## src/rtl/clkgen_pkg.sv

```systemverilog
package clkgen_pkg;

    typedef enum logic [1:0] {
        RATIO_256 = 2'b00,
        RATIO_128 = 2'b01,
        RATIO_512 = 2'b10,
        RATIO_384 = 2'b11
    } ratio_e;

    typedef enum logic [1:0] {
        SPD_NORMAL = 2'b00,
        SPD_DOUBLE = 2'b01,
        SPD_QUAD   = 2'b10,
        SPD_BAD    = 2'b11
    } speed_e;

    // Master-clock cycles per sample period for a ratio code
    function automatic int mclk_per_frame(input logic [1:0] code);
        case (code)
            RATIO_256: return 256;
            RATIO_128: return 128;
            RATIO_512: return 512;
            default:   return 384;
        endcase
    endfunction

endpackage

```

## src/rtl/clkgen_ratio_track.sv

```systemverilog
module clkgen_ratio_track
    import clkgen_pkg::*;
#(
    parameter int FRAME_BITS = 64,
    parameter int MCNT_W     = 3
) (
    input  logic              mclk,
    input  logic              rst_n,
    input  logic [1:0]        ratio_sel,
    output logic              restart_o,
    output logic [MCNT_W-1:0] half_o
);
    typedef struct packed {
        logic [1:0] ratio;
    } state_t;

    state_t st_d, st_q;

    always_comb begin
        st_d       = st_q;
        st_d.ratio = ratio_sel;
        restart_o  = (ratio_sel != st_q.ratio);
        half_o     = MCNT_W'(mclk_per_frame(ratio_sel) / (2 * FRAME_BITS));
    end

    always_ff @(posedge mclk or negedge rst_n) begin
        if (!rst_n) st_q <= '0;
        else        st_q <= st_d;
    end
endmodule

```

## src/rtl/clkgen_bit_div.sv

```systemverilog
module clkgen_bit_div #(
    parameter int MCNT_W = 3
) (
    input  logic              mclk,
    input  logic              rst_n,
    input  logic              run_i,
    input  logic              restart_i,
    input  logic [MCNT_W-1:0] half_i,
    output logic              bclk_o,
    output logic              fall_o
);
    typedef struct packed {
        logic [MCNT_W-1:0] mcnt;
        logic              bclk;
    } state_t;

    state_t st_d, st_q;

    always_comb begin
        st_d   = st_q;
        fall_o = 1'b0;
        if (!run_i || restart_i) begin
            st_d.mcnt = '0;
            st_d.bclk = 1'b0;
        end else if (st_q.mcnt == half_i - MCNT_W'(1)) begin
            st_d.mcnt = '0;
            st_d.bclk = ~st_q.bclk;
            fall_o    = st_q.bclk;
        end else begin
            st_d.mcnt = st_q.mcnt + MCNT_W'(1);
        end
    end

    always_ff @(posedge mclk or negedge rst_n) begin
        if (!rst_n) st_q <= '0;
        else        st_q <= st_d;
    end

    assign bclk_o = st_q.bclk;
endmodule

```

## src/rtl/clkgen_frame_div.sv

```systemverilog
module clkgen_frame_div #(
    parameter int FRAME_BITS = 64
) (
    input  logic mclk,
    input  logic rst_n,
    input  logic run_i,
    input  logic restart_i,
    input  logic fall_i,
    output logic fclk_o
);
    localparam int HALF_FRAME = FRAME_BITS / 2;
    localparam int FCNT_W     = $clog2(HALF_FRAME);

    typedef struct packed {
        logic [FCNT_W-1:0] fcnt;
        logic              fclk;
    } state_t;

    state_t st_d, st_q;

    always_comb begin
        st_d = st_q;
        if (!run_i || restart_i) begin
            st_d.fcnt = '0;
            st_d.fclk = 1'b0;
        end else if (fall_i) begin
            if (st_q.fcnt == FCNT_W'(HALF_FRAME - 1)) begin
                st_d.fcnt = '0;
                st_d.fclk = ~st_q.fclk;
            end else begin
                st_d.fcnt = st_q.fcnt + FCNT_W'(1);
            end
        end
    end

    always_ff @(posedge mclk or negedge rst_n) begin
        if (!rst_n) st_q <= '0;
        else        st_q <= st_d;
    end

    assign fclk_o = st_q.fclk;
endmodule

```

## src/rtl/audio_clkgen.sv

```systemverilog
module audio_clkgen
    import clkgen_pkg::*;
#(
    parameter int FRAME_BITS = 64,
    parameter int MCNT_W     = 3
) (
    input  logic       mclk,
    input  logic       rst_n,
    input  logic       pwr_up,
    input  logic       master_en,
    input  logic [1:0] ratio_sel,
    input  logic [1:0] speed_sel,
    output logic       bclk_o,
    output logic       fclk_o,
    output logic       speed_err_o
);
    typedef struct packed {
        logic err;
    } state_t;

    state_t            st_d, st_q;
    logic              speed_bad;
    logic              run;
    logic              restart;
    logic              fall;
    logic [MCNT_W-1:0] half;

    always_comb begin
        speed_bad = (speed_sel == SPD_BAD);
        run       = pwr_up && master_en && !speed_bad;
        st_d      = st_q;
        st_d.err  = speed_bad;
    end

    always_ff @(posedge mclk or negedge rst_n) begin
        if (!rst_n) st_q <= '0;
        else        st_q <= st_d;
    end

    assign speed_err_o = st_q.err;

    clkgen_ratio_track #(
        .FRAME_BITS (FRAME_BITS),
        .MCNT_W     (MCNT_W)
    ) u_ratio (
        .mclk      (mclk),
        .rst_n     (rst_n),
        .ratio_sel (ratio_sel),
        .restart_o (restart),
        .half_o    (half)
    );

    clkgen_bit_div #(
        .MCNT_W (MCNT_W)
    ) u_bit (
        .mclk      (mclk),
        .rst_n     (rst_n),
        .run_i     (run),
        .restart_i (restart),
        .half_i    (half),
        .bclk_o    (bclk_o),
        .fall_o    (fall)
    );

    clkgen_frame_div #(
        .FRAME_BITS (FRAME_BITS)
    ) u_frame (
        .mclk      (mclk),
        .rst_n     (rst_n),
        .run_i     (run),
        .restart_i (restart),
        .fall_i    (fall),
        .fclk_o    (fclk_o)
    );
endmodule

```

## config.mk

```make
export PLATFORM = sky130hd
export DESIGN_NAME = audio_clkgen
export DESIGN_NICKNAME = d
export VERILOG_FILES = /design/src/rtl/clkgen_pkg.sv /design/src/rtl/clkgen_ratio_track.sv /design/src/rtl/clkgen_bit_div.sv /design/src/rtl/clkgen_frame_div.sv /design/src/rtl/audio_clkgen.sv
export SDC_FILE = /design/constraint.sdc
export NUM_CORES = 1
export LEC_CHECK = 0
export BUFFER_PORTS_ARGS = -buffer_cell sky130_fd_sc_hd__buf_2
export CORE_AREA = 3 3 40 42
export CTS_CLUSTER_DIAMETER = 80
export DETAILED_ROUTE_END_ITERATION = 10
export DIE_AREA = 0 0 43 45
export PLACE_DENSITY = 0.75
export SYNTH_ARGS = -nofsm -noshare
export SYNTH_HDL_FRONTEND = slang
export SYNTH_SLANG_ARGS = --single-unit
```

## constraint.sdc

```tcl
create_clock -name mclk -period 2.7 [get_ports mclk]
set_clock_uncertainty 0.15 [all_clocks]
set_input_delay 0.135 -clock mclk [delete_from_list [all_inputs] [get_ports mclk]]
set_output_delay 0.135 -clock mclk [all_outputs]
set_load 0.01 [all_outputs]
```

After elaboration in Yosys (flattened, before gate mapping)
Cells that the tools add are included.
{ "classes": {"add_sub_neg": 4, "n_eq_ne": 6, "muxes": 10, "n_bitwise": 3, "n_reduce_logical": 11} }
{ "ops": {"columns": ["op", "n"], "rows": [
  ["one-hot mux 10 bit (3 select lines)", 1],
  ["2-to-1 mux 6 bit", 2],
  ["OR reduction 7 bit", 1],
  ["nonzero test 2 bit", 3],
  ["adder 5 x 1 -> 5 bit (second input constant)", 1],
  ["== test 5 bit (second input constant)", 1],
  ["2-to-1 mux 5 bit", 1],
  ["== test 2 bit (second input constant)", 2],
  ["2-to-1 mux 1 bit", 4],
  ["2-to-1 mux 4 bit", 1],
  ["adder 3 x 1 -> 3 bit", 1],
  ["adder 3 x 1 -> 3 bit (second input constant)", 1],
  ["== test 3 bit", 1],
  ["2-to-1 mux 3 bit", 1],
  ["subtractor 3 x 1 -> 3 bit (second input constant)", 1],
  ["== test 2 x 1 -> 1 bit (second input constant)", 1],
  ["logical AND 1 bit", 2],
  ["logical NOT 1 bit", 2],
  ["logical NOT 2 bit", 1],
  ["inequality test 2 bit", 1],
  ["inverter 1 bit", 2],
  ["AND reduction 2 bit", 1],
  ["AND 1 bit (first input constant)", 1],
  ["logical OR 1 bit", 1]
]} }
{ "totals": {"register_bits": 13, "in_bits": 8, "out_inout_bits": 3, "word_cells": 40} }

Longest topological paths before layout
Gate-level depths: netlist of run 1.
{ "logic_depth": {"depth_word": 11, "ltp_mapped": 7, "ltp_nobuf": 7} }

Modules after synthesis
From an unflattened synthesis of run 1, not the netlist that was laid out.
{ "hier_totals": {"cells_unflattened": 73, "hier_area_um2": 782.0} }
{ "modules_own_cells": {"columns": ["mod", "instances", "cells_each", "area_per_inst_um2", "seq_area_each_um2"], "rows": [
  ["clkgen_frame_div", 1, 30, 337.8, 150.1],
  ["clkgen_bit_div", 1, 28, 277.8, 100.1],
  ["clkgen_ratio_track", 1, 11, 122.6, 50.0],
  ["audio_clkgen", 1, 4, 43.8, 25.0]
]} }

Least setup slack after synthesis of run 1
No wires, ideal clock.
{ "synth_timing": {"path_type": "reg2reg", "startpoint": "register u_frame.st_q[1] in the netlist's numbering", "endpoint": "register u_frame.st_q, in the netlist u_frame.fclk_o", "setup_ns": 0.121, "arrival_time_ns": 1.348, "required_ns": 2.429, "slack_ns": 1.080, "path_stages_with_launch": 8, "n_path_buf": 0, "synth_period_minus_slack_ns": 1.620, "path_cell_list": "dfrtp_1 ha_1 and3_1 ha_1 nand2_1 nor4_1 xnor2_1 nor2_1"} }
{ "synth_between": {"elab_chain_cells": 3} }
{ "synth_lines": {"columns": ["item", "line", "text"], "rows": [
  ["start, declared", "clkgen_frame_div.sv:19", "state_t st_d, st_q;"],
  ["start signal, assigned", "clkgen_frame_div.sv:38", "else st_q <= st_d;"],
  ["== test 5 bit", "clkgen_frame_div.sv:27", "if (st_q.fcnt == FCNT_W'(HALF_FRAME - 1)) begin"],
  ["nonzero test 2 bit (no line)", null, null],
  ["AND reduction 2 bit (no line)", null, null]
]} }
No other way between the ends.
A chain may end at the register's enable or synchronous reset.

==> results of run 1 <==
-- registers in the layout, indices dropped and copies added (netlist names) --
name            count
u_bit.st_q          3
u_frame.st_q        5
u_frame.fclk_o      1
u_bit.bclk_o        1
speed_err_o         1
u_ratio.st_q        2
-- cell usage after synthesis, drive strengths merged --
library cell,number
nand3,1
nand3b,1
xor2,3
mux2,1
dfrtp,13
a21oi,2
and2,1
and3,1
or4,1
xnor2,3
ha,3
nor2,8
nor3,3
o21ai,1
nor3b,2
nor4b,1
nor4,1
nand2,3
mux2i,5
buf,1
-- metal layers --
metal | track usage | routed length (µm)
met5 | 0 | 0
met4 | 0.0723 | 0
met3 | 0.0478 | 30
met2 | 0.278 | 628
met1 | 0.172 | 474
-- power by group --
| part | leakage, nW | internal [mW] | switching (mW) |
|---|---|---|---|
| logic | 0.152 | 0.0138 | 0.0152 |
| registers | 0.176 | 0.197 | 0.00149 |
| clock network | 0.0150 | 0.0571 | 0.0576 |
-- cells by family (layout without fill, tap and decap cells) --
logic type      Yosys count  in the layout
xor+xnor                  6              6
flops                    13             13
compound gates            3              3
simple gates             23             23
buf+inv                   1             19
fa+ha+maj                 3              3
mux                       6              6
-- repair_timing --
action | 4_1_cts | 5_1_grt
setup buffers | 0 | 0
hold endpoints to repair | 16 | 0
gates resized for setup | 0 | 0
hold buffers | 5 | 0
-- layout make-up --
class                      count  area [µm²]
tap                           15        18.8
clock buffer                   4        26.3
fill                         115         514
timing repair buffer          15         100
multi-input combinational     41         300
sequential                    13         325
-- worst max-delay path: stages --
cell and delay [ps]:
dlygate4sd3_1 530, buf_2 140, xor2_1 140, or4_1 710
nor3b_1 260
-- per-stage QoR --
| stage | instances | setup WS (ps) |
|---|---|---|
| 2_1_floorplan | 55 | 1080 |
| 3_3_place_gp | 79 | 954 |
| 3_5_place_dp | 79 | 931 |
| 4_1_cts | 88 | 809 |
| 5_1_grt | 88 | 692 |
| 6_report | 88 | 805 |
-- path summary, 6_finish.rpt --
kind                       cells after the start              end             from
max in group asynchronous                      2  u_frame.st_q[4]            rst_n
setup / recovery                               5    u_bit.st_q[2]     ratio_sel[1]
hold / removal                                 2    u_bit.st_q[3]            rst_n
min in group mclk                              4  u_frame.st_q[4]        master_en
setup reg to reg                               7   u_frame.fclk_o  u_frame.st_q[1]
hold reg to reg                                1    u_bit.st_q[1]    u_bit.st_q[1]
==> results.py, run 1 <==
metrics = {
    "outcome": {
        "status": "finished clean",
    },
    "cts": {
        "cts_tree": "built",
        "clock_latency_ps": 270,
        "cts.path.max_buffers": 2,
        "root_buffer": "clkbuf_4",
        "clock-sinks": 13,
        "clk_pin_slew_ps": 70,
        "numCtsBuffers": 3,
        "cts_htree_levels": 1,
    },
    "setup_path": {
        "critical_path_peak_fanout": 10,
        "required_ps": 2730,
        "crit_path_start_kind": "input pin",
        "ff2ff_setup_slack_ps": 910,
        "worst_setup_path_end_kind": "flip-flop",
        "crit_arrival_ps": 1920,
        "critical_path_class": "in -> reg",
    },
    "layout": {
        "area_delta_synth_final_pct": 22.2,
        "n_antenna_cell": 0,
        "design_area_um2": 771,
        "nets": 85,
        "layout_common_cells": "13 x dfrtp_1, 10 x buf_2, 8 x nor2_1",
        "final_common_cell": "dfrtp_1",
        "drive_above_1_share": 0.205,
        "fin_util": 0.600,
    },
    "timing": {
        "timing.final.crit_share": 0.702,
        "tightest_slew_ps": 474,
        "setup_viol": 0,
        "tns_ps": 0,
        "worst_hold_slack_ps": 125,
        "fmax_ghz": 0.528,
        "fin_crit_ps": 1890,
        "maxSlewViolCount": 0,
        "hold_violations": 0,
        "max_slew_margin": 0.683,
        "rsz0062_at_grt": "false",
    },
    "synth": {
        "post_synth.cell_area_avg_um2": 11.5,
        "ys_ff_latch": 13,
        "ys_types": 20,
        "yosys.area.top_type": "dfrtp_1",
        "synth_warnings": 0,
        "synthXorXnorAreaFrac": 0.0833,
        "syn_inst": 55,
        "synth_compound_area_frac": 0.0238,
        "yosys-top-cells-area": "dfrtp_1 52%, mux2i_1 7.9%, ha_1 6.0%",
        "synthMuxAreaShare": 0.0972,
        "synthSimpleGateAreaFrac": 0.212,
        "synthAdderAreaFrac": 0.0595,
        "synth_seq_area_share": 0.516,
        "synth_top_family_by_area": "simple AND/OR/NAND/NOR gates",
        "syn-num-nets": 66,
        "netlist_area_um2": 631,
        "synth_top_area_share": 0.516,
    },
    "floorplan": {
        "core_um2": 1280,
        "die_area_um2": 1940,
        "std_cell_rows": 13,
        "die_h_um": 45,
        "start_util": 0.491,
        "io_pins": 11,
        "fp.dieW_um": 43,
    },
    "grt": {
        "antenna_found_initial": 0,
        "grt_pass1_wl_um": 2150,
        "grt_overflow_total": 0,
        "grt_pass1_vias": 501,
        "grt_util_all_layers": 0.156,
        "grt_max_degree": 14,
    },
    "pwr": {
        "total_power_mw": 0.343,
        "leakagePower_nw": 0.343,
        "power_density_nw_per_um2": 444,
        "vdd_drop_max_mv": 0.239,
    },
    "placement": {
        "portBuffers": 10,
        "gp_congestion": 0.705,
        "postPlaceCellArea_um2": 694,
        "hpwl_um": 824,
    },
    "route": {
        "drc": 0,
        "viasPerCell": 5.16,
        "num_vias": 454,
        "ant_nets": 0,
        "drt_wl_total_um": 1130,
        "wl_per_cell_um": 12.9,
        "drtIter0Drc": 6,
        "firstDrtPassIters": 4,
    },
    "worst_hold_path": {
        "hp-class": "in -> async",
    },
    "run": {
        "maxCapViolCount": 0,
    },
}
Power figures use the tool's default switching activity.
==> run 2: changes to the inputs <==
ABC_AREA = 1   (was unset)
CORE_AREA = unset   (was 3 3 40 42)
CORE_MARGIN = 3   (was unset)
CORE_UTILIZATION = 47   (was unset)
DIE_AREA = unset   (was 0 0 43 45)
PLACE_DENSITY = 0.77   (was 0.75)
clock period = 1.7 ns   (was 2.7 ns; I/O delays follow)
==> results.py, run 2 <==
metrics = {
    "cts": {
        "root_buffer": "clkbuf_4",
        "numCtsBuffers": 3,
        "clk_pin_slew_ps": 80,
        "cts_tree": "built",
        "clock_latency_ps": 280,
        "cts.path.max_buffers": 2,
        "cts_htree_levels": 1,
        "clock-sinks": 13,
    },
    "timing": {
        "maxSlewViolCount": 0,
        "hold_violations": 0,
        "setup_viol": 0,
        "timing.final.crit_share": 0.960,
        "tns_ps": 0,
        "fin_ws_ps": 67.4,
        "max_slew_margin": 0.810,
        "worst_hold_slack_ps": 55.2,
        "tightest_slew_ps": 285,
        "fmax_ghz": 0.613,
        "fin_crit_ps": 1630,
    },
    "layout": {
        "n_antenna_cell": 0,
        "drive_above_1_share": 0.277,
        "top_regs": "u_frame.st_q: 5 flops, u_bit.st_q: 3 flops, u_ratio.st_q: 2 flops",
        "final_common_cell": "nand2_1",
        "nets": 113,
        "finalNonFillerCells": 116,
        "fin_util": 0.643,
        "layout_common_cells": "20 x nand2_1, 13 x dfrtp_1, 12 x nand3_1",
        "largest_register_ff_count": 5,
        "fill_cells": 104,
        "area_delta_synth_final_pct": 23.9,
        "top_register": "u_frame.st_q",
        "design_area_um2": 868,
    },
    "pwr": {
        "netSwitchingPower_mw": 0.151,
        "leakagePower_nw": 0.453,
        "intPower_mw": 0.434,
        "p_comb_frac": 0.112,
        "power_density_nw_per_um2": 675,
        "clkPwrFrac": 0.343,
        "sw_frac_of_total": 0.258,
        "vdd_drop_max_mv": 0.396,
        "pwr-share-seq": 0.545,
        "total_power_mw": 0.586,
    },
    "placement": {
        "postPlaceCellArea_um2": 769,
        "place_ws_ps": 66.6,
        "dp_cells": 105,
        "gp_congestion": 0.753,
        "portBuffers": 10,
    },
    "synth": {
        "ys_types": 17,
        "synth_top_area_share": 0.464,
        "yosys-top-cells-area": "dfrtp_1 46%, nand2_1 11%, nand3_1 8.6%",
        "synth_seq_area_share": 0.464,
        "netlist_area_um2": 701,
        "ys_ff_latch": 13,
        "synth_warnings": 0,
        "syn-num-nets": 91,
        "synth-async-reset-ratio": 1.00,
        "ys.flop_type": "dfrtp_1",
        "syn_inst": 80,
        "synth-edff-count": 0,
        "yosysMostFrequentCell": "nand2_1",
        "yosys.area.top_type": "dfrtp_1",
        "synthTopCellsByCount": "21 x nand2_1, 13 x dfrtp_1, 12 x nand3_1",
        "post_synth.cell_area_avg_um2": 8.76,
    },
    "route": {
        "ant_nets": 0,
        "drc": 0,
        "firstDrtPassIters": 4,
        "drtIter0Drc": 14,
        "wl_per_cell_um": 12.2,
        "drt_wl_total_um": 1420,
        "viasPerCell": 5.09,
        "num_vias": 591,
    },
    "setup_path": {
        "crit_chain": "ha_2 -> nand2_2 -> nor2_1 -> ha_2 -> inv_2 -> nand4_1 -> nor2_1 -> nand2_1 -> nand2_1",
        "critical_path_peak_fanout": 3,
        "crit_buf_inv": 1,
        "critical_path_class": "reg -> reg",
        "path_delay_family": "simple AND/OR/NAND/NOR gates",
        "critPathSlowestCell": "dfrtp_1",
        "crit_path_start_kind": "flip-flop",
        "crit_arrival_ps": 1710,
        "max_stage_delay_ps": 430,
        "ff2ff_setup_slack_ps": 70,
        "required_ps": 1770,
        "worst_setup_path_end_kind": "flip-flop",
    },
    "grt": {
        "grt_util_all_layers": 0.157,
        "grt_pass1_wl_um": 2170,
        "grt_pass1_vias": 534,
        "grt_max_degree": 14,
        "antenna_found_initial": 0,
        "grt_overflow_total": 0,
    },
    "run": {
        "maxCapViolCount": 0,
    },
    "floorplan": {
        "fp.dieW_um": 44.6,
        "die_area_um2": 1990,
        "start_util": 0.519,
        "std_cell_rows": 13,
        "die_h_um": 44.6,
        "core_um2": 1350,
        "io_pins": 11,
    },
    "outcome": {
        "status": "finished clean",
    },
    "worst_hold_path": {
        "hp-class": "in -> async",
    },
}
## run 2: cell families after synthesis
| group | Yosys count | share of synthesized area |
|---|---|---|
| xor gates and xnor gates | 4 | 0.0714 |
| buffers and inverters | 8 | 0.0429 |
| DFF | 13 | 0.464 |
| AOI/OAI and AO/OA | 1 | 0.00714 |
| adders and majority gates | 3 | 0.0536 |
| and+or+nand+nor | 51 | 0.361 |
## run 2: power by group through the flow
stage | sequential, mW | clock [mW] | combinational, mW
2_1_floorplan | 0.326 | 0 | 0.0314
3_3_place_gp | 0.325 | 0 | 0.0549
3_5_place_dp | 0.325 | 0 | 0.0560
4_1_cts | 0.319 | 0.198 | 0.0648
5_1_grt | 0.320 | 0.216 | 0.0729
6_report | 0.319 | 0.201 | 0.0658
## run 2: path summary, 6_finish.rpt
check | startpoint | to | cells after the start
min | rst_n | u_frame.fclk_o | 2
max in group asynchronous | rst_n | u_bit.bclk_o | 2
max | u_frame.st_q[1] | u_frame.st_q[1] | 9
max reg2reg | u_frame.st_q[1] | u_frame.st_q[1] | 9
min in group mclk | pwr_up | u_frame.st_q[4] | 5
min reg2reg | u_frame.fclk_o | u_frame.fclk_o | 2
## run 2: area by class of cell
class                   count  area, µm²  share of cell area
clock buffers               4       26.3              0.0303
repair buffers             17        115               0.133
flip-flops and latches     13        325               0.375
inverters                   8       30.0              0.0346
multi-input cells          59        353               0.406
well taps                  15       18.8              0.0216
## run 2: repair_timing
action	4_1_cts	5_1_grt
endpoints found under the setup margin	0	2
buffers inserted	0	2
endpoints found under the hold margin	16	0
gates resized for setup	0	4
hold buffers	5	0
## run 2: per-layer routing
metal  global-route usage  wire [µm]  share of wire
met5                    0          0              0
met2                0.278        663           0.47
met1                0.166        608           0.43
met4               0.0904         42          0.030
met3               0.0407        104          0.073
==> run 3: changes to the inputs <==
ABC_AREA = unset   (was 1)
CORE_UTILIZATION = 46   (was 47)
CTS_BUF_LIST = sky130_fd_sc_hd__clkbuf_16   (was unset)
GPL_TIMING_DRIVEN = 0   (was unset)
PLACE_DENSITY = 0.76   (was 0.77)
==> results.py, run 3 (same netlist as run 1, synthesis figures left out) <==
metrics = {
    "layout": {
        "final_common_cell": "dfrtp_1",
        "design_area_um2": 883,
        "fill_cells": 86,
        "drive_above_1_share": 0.342,
        "nets": 88,
        "finalNonFillerCells": 90,
        "largest_register_ff_count": 5,
        "area_delta_synth_final_pct": 40.1,
        "n_antenna_cell": 0,
        "top_regs": "u_frame.st_q: 5 flops, u_bit.st_q: 3 flops, u_ratio.st_q: 2 flops",
        "layout_common_cells": "13 x dfrtp_1, 10 x buf_2, 8 x nor2_1",
        "top_register": "u_frame.st_q",
        "fin_util": 0.735,
    },
    "grt": {
        "grt_util_all_layers": 0.161,
        "grt_overflow_total": 0,
        "antenna_found_initial": 0,
        "grt_pass1_wl_um": 2080,
        "grt_max_degree": 14,
        "grt_pass1_vias": 462,
    },
    "setup_path": {
        "crit_arrival_ps": 1620,
        "worst_setup_path_end_kind": "flip-flop",
        "crit_path_start_kind": "flip-flop",
        "critPathSlowestCell": "dfrtp_1",
        "crit_chain": "xnor2_1 -> nor4b_4 -> buf_4 -> mux2i_1 -> a21oi_1",
        "critical_path_class": "reg -> reg",
        "required_ps": 1670,
        "max_stage_delay_ps": 400,
        "critical_path_peak_fanout": 4,
    },
    "route": {
        "drt_wl_total_um": 1300,
        "ant_nets": 0,
        "drtIter0Drc": 7,
        "drc": 0,
        "firstDrtPassIters": 4,
        "viasPerCell": 5.26,
        "wl_per_cell_um": 14.5,
        "num_vias": 473,
    },
    "timing": {
        "hold_violations": 0,
        "maxSlewViolCount": 0,
        "fin_ws_ps": 45.2,
        "tns_ps": 0,
        "worst_hold_slack_ps": 107,
        "setup_viol": 0,
        "fmax_ghz": 0.604,
        "timing.final.crit_share": 0.973,
        "max_slew_margin": 0.642,
        "tightest_slew_ps": 533,
        "fin_crit_ps": 1650,
    },
    "cts": {
        "root_buffer": "clkbuf_16",
        "clk_pin_slew_ps": 40,
        "cts.path.max_buffers": 2,
        "clock-sinks": 13,
        "clock_latency_ps": 240,
        "cts_htree_levels": 1,
        "numCtsBuffers": 3,
        "cts_tree": "built",
    },
    "run": {
        "maxCapViolCount": 0,
    },
    "floorplan": {
        "die_h_um": 43.0,
        "fp.dieW_um": 43.0,
        "std_cell_rows": 12,
        "die_area_um2": 1850,
        "io_pins": 11,
        "start_util": 0.525,
        "core_um2": 1200,
    },
    "placement": {
        "hpwl_um": 809,
        "place_ws_ps": -114,
        "dp_cells": 79,
        "gp_congestion": 0.696,
        "postPlaceCellArea_um2": 698,
        "portBuffers": 10,
    },
    "pwr": {
        "vdd_drop_max_mv": 0.718,
        "leakagePower_nw": 0.385,
        "power_density_nw_per_um2": 902,
        "total_power_mw": 0.797,
    },
    "outcome": {
        "status": "finished clean",
    },
    "worst_hold_path": {
        "hp-class": "in -> async",
    },
}
## run 3: final cells by class
type | count | area, µm² | area share
plain buffers | 1 | 7.51 | 0.00850
multi-input cells | 41 | 342 | 0.387
well taps | 14 | 17.5 | 0.0198
repair buffers | 17 | 113 | 0.127
clock inverters | 1 | 3.75 | 0.00425
clock buffers | 3 | 75.1 | 0.0850
flip-flops and latches | 13 | 325 | 0.368
## run 3: per-layer routing
metal  vias to the layer above  part of all wire  global-route usage  routed length [µm]
met5                         -                 0                   0                   0
met4                         0             0.020              0.0904                  26
met3                         3             0.050              0.0508                  65
met2                         9              0.54               0.263                 701
met1                       225              0.39               0.184                 510
li1                        236                 -                   -                   -
## run 3: path summary, 6_finish.rpt
| check | from | endpoint | slack, ps | cells past startpoint |
|---|---|---|---|---|
| max reg2reg | u_bit.st_q[1] | u_frame.st_q[3] | 50 | 5 |
| max in group asynchronous | rst_n | u_bit.st_q[3] | 1070 | 2 |
| min reg2reg | u_bit.st_q[1] | u_bit.st_q[1] | 330 | 1 |
| min | rst_n | speed_err_o | 110 | 2 |
| min in group mclk | master_en | u_bit.st_q[3] | 180 | 5 |
| max | u_bit.st_q[1] | u_frame.st_q[3] | 50 | 5 |
## run 3: critical path, delay by kind of cell, from the launching register on
family / cells / cell delay, ps
compound gates: 1 / 100
simple gates: 1 / 270
buf+inv: 1 / 180
flops: 1 / 400
mux: 1 / 200
xor+xnor: 1 / 230
## run 3: power by group
group          internal (mW)  leakage, nW  switching [mW]  total [mW]
logic                 0.0219        0.167          0.0254      0.0474
clock network          0.309       0.0423           0.122       0.432
registers              0.315        0.176         0.00249       0.318
## run 3: what timing repair did
action | in CTS | in global routing
hold endpoints to repair | 16 | 0
hold buffers | 4 | 0
buffers inserted | 2 | 1
setup endpoints to repair | 4 | 5
gates resized for setup | 2 | 8
pin swaps | 1 | 1
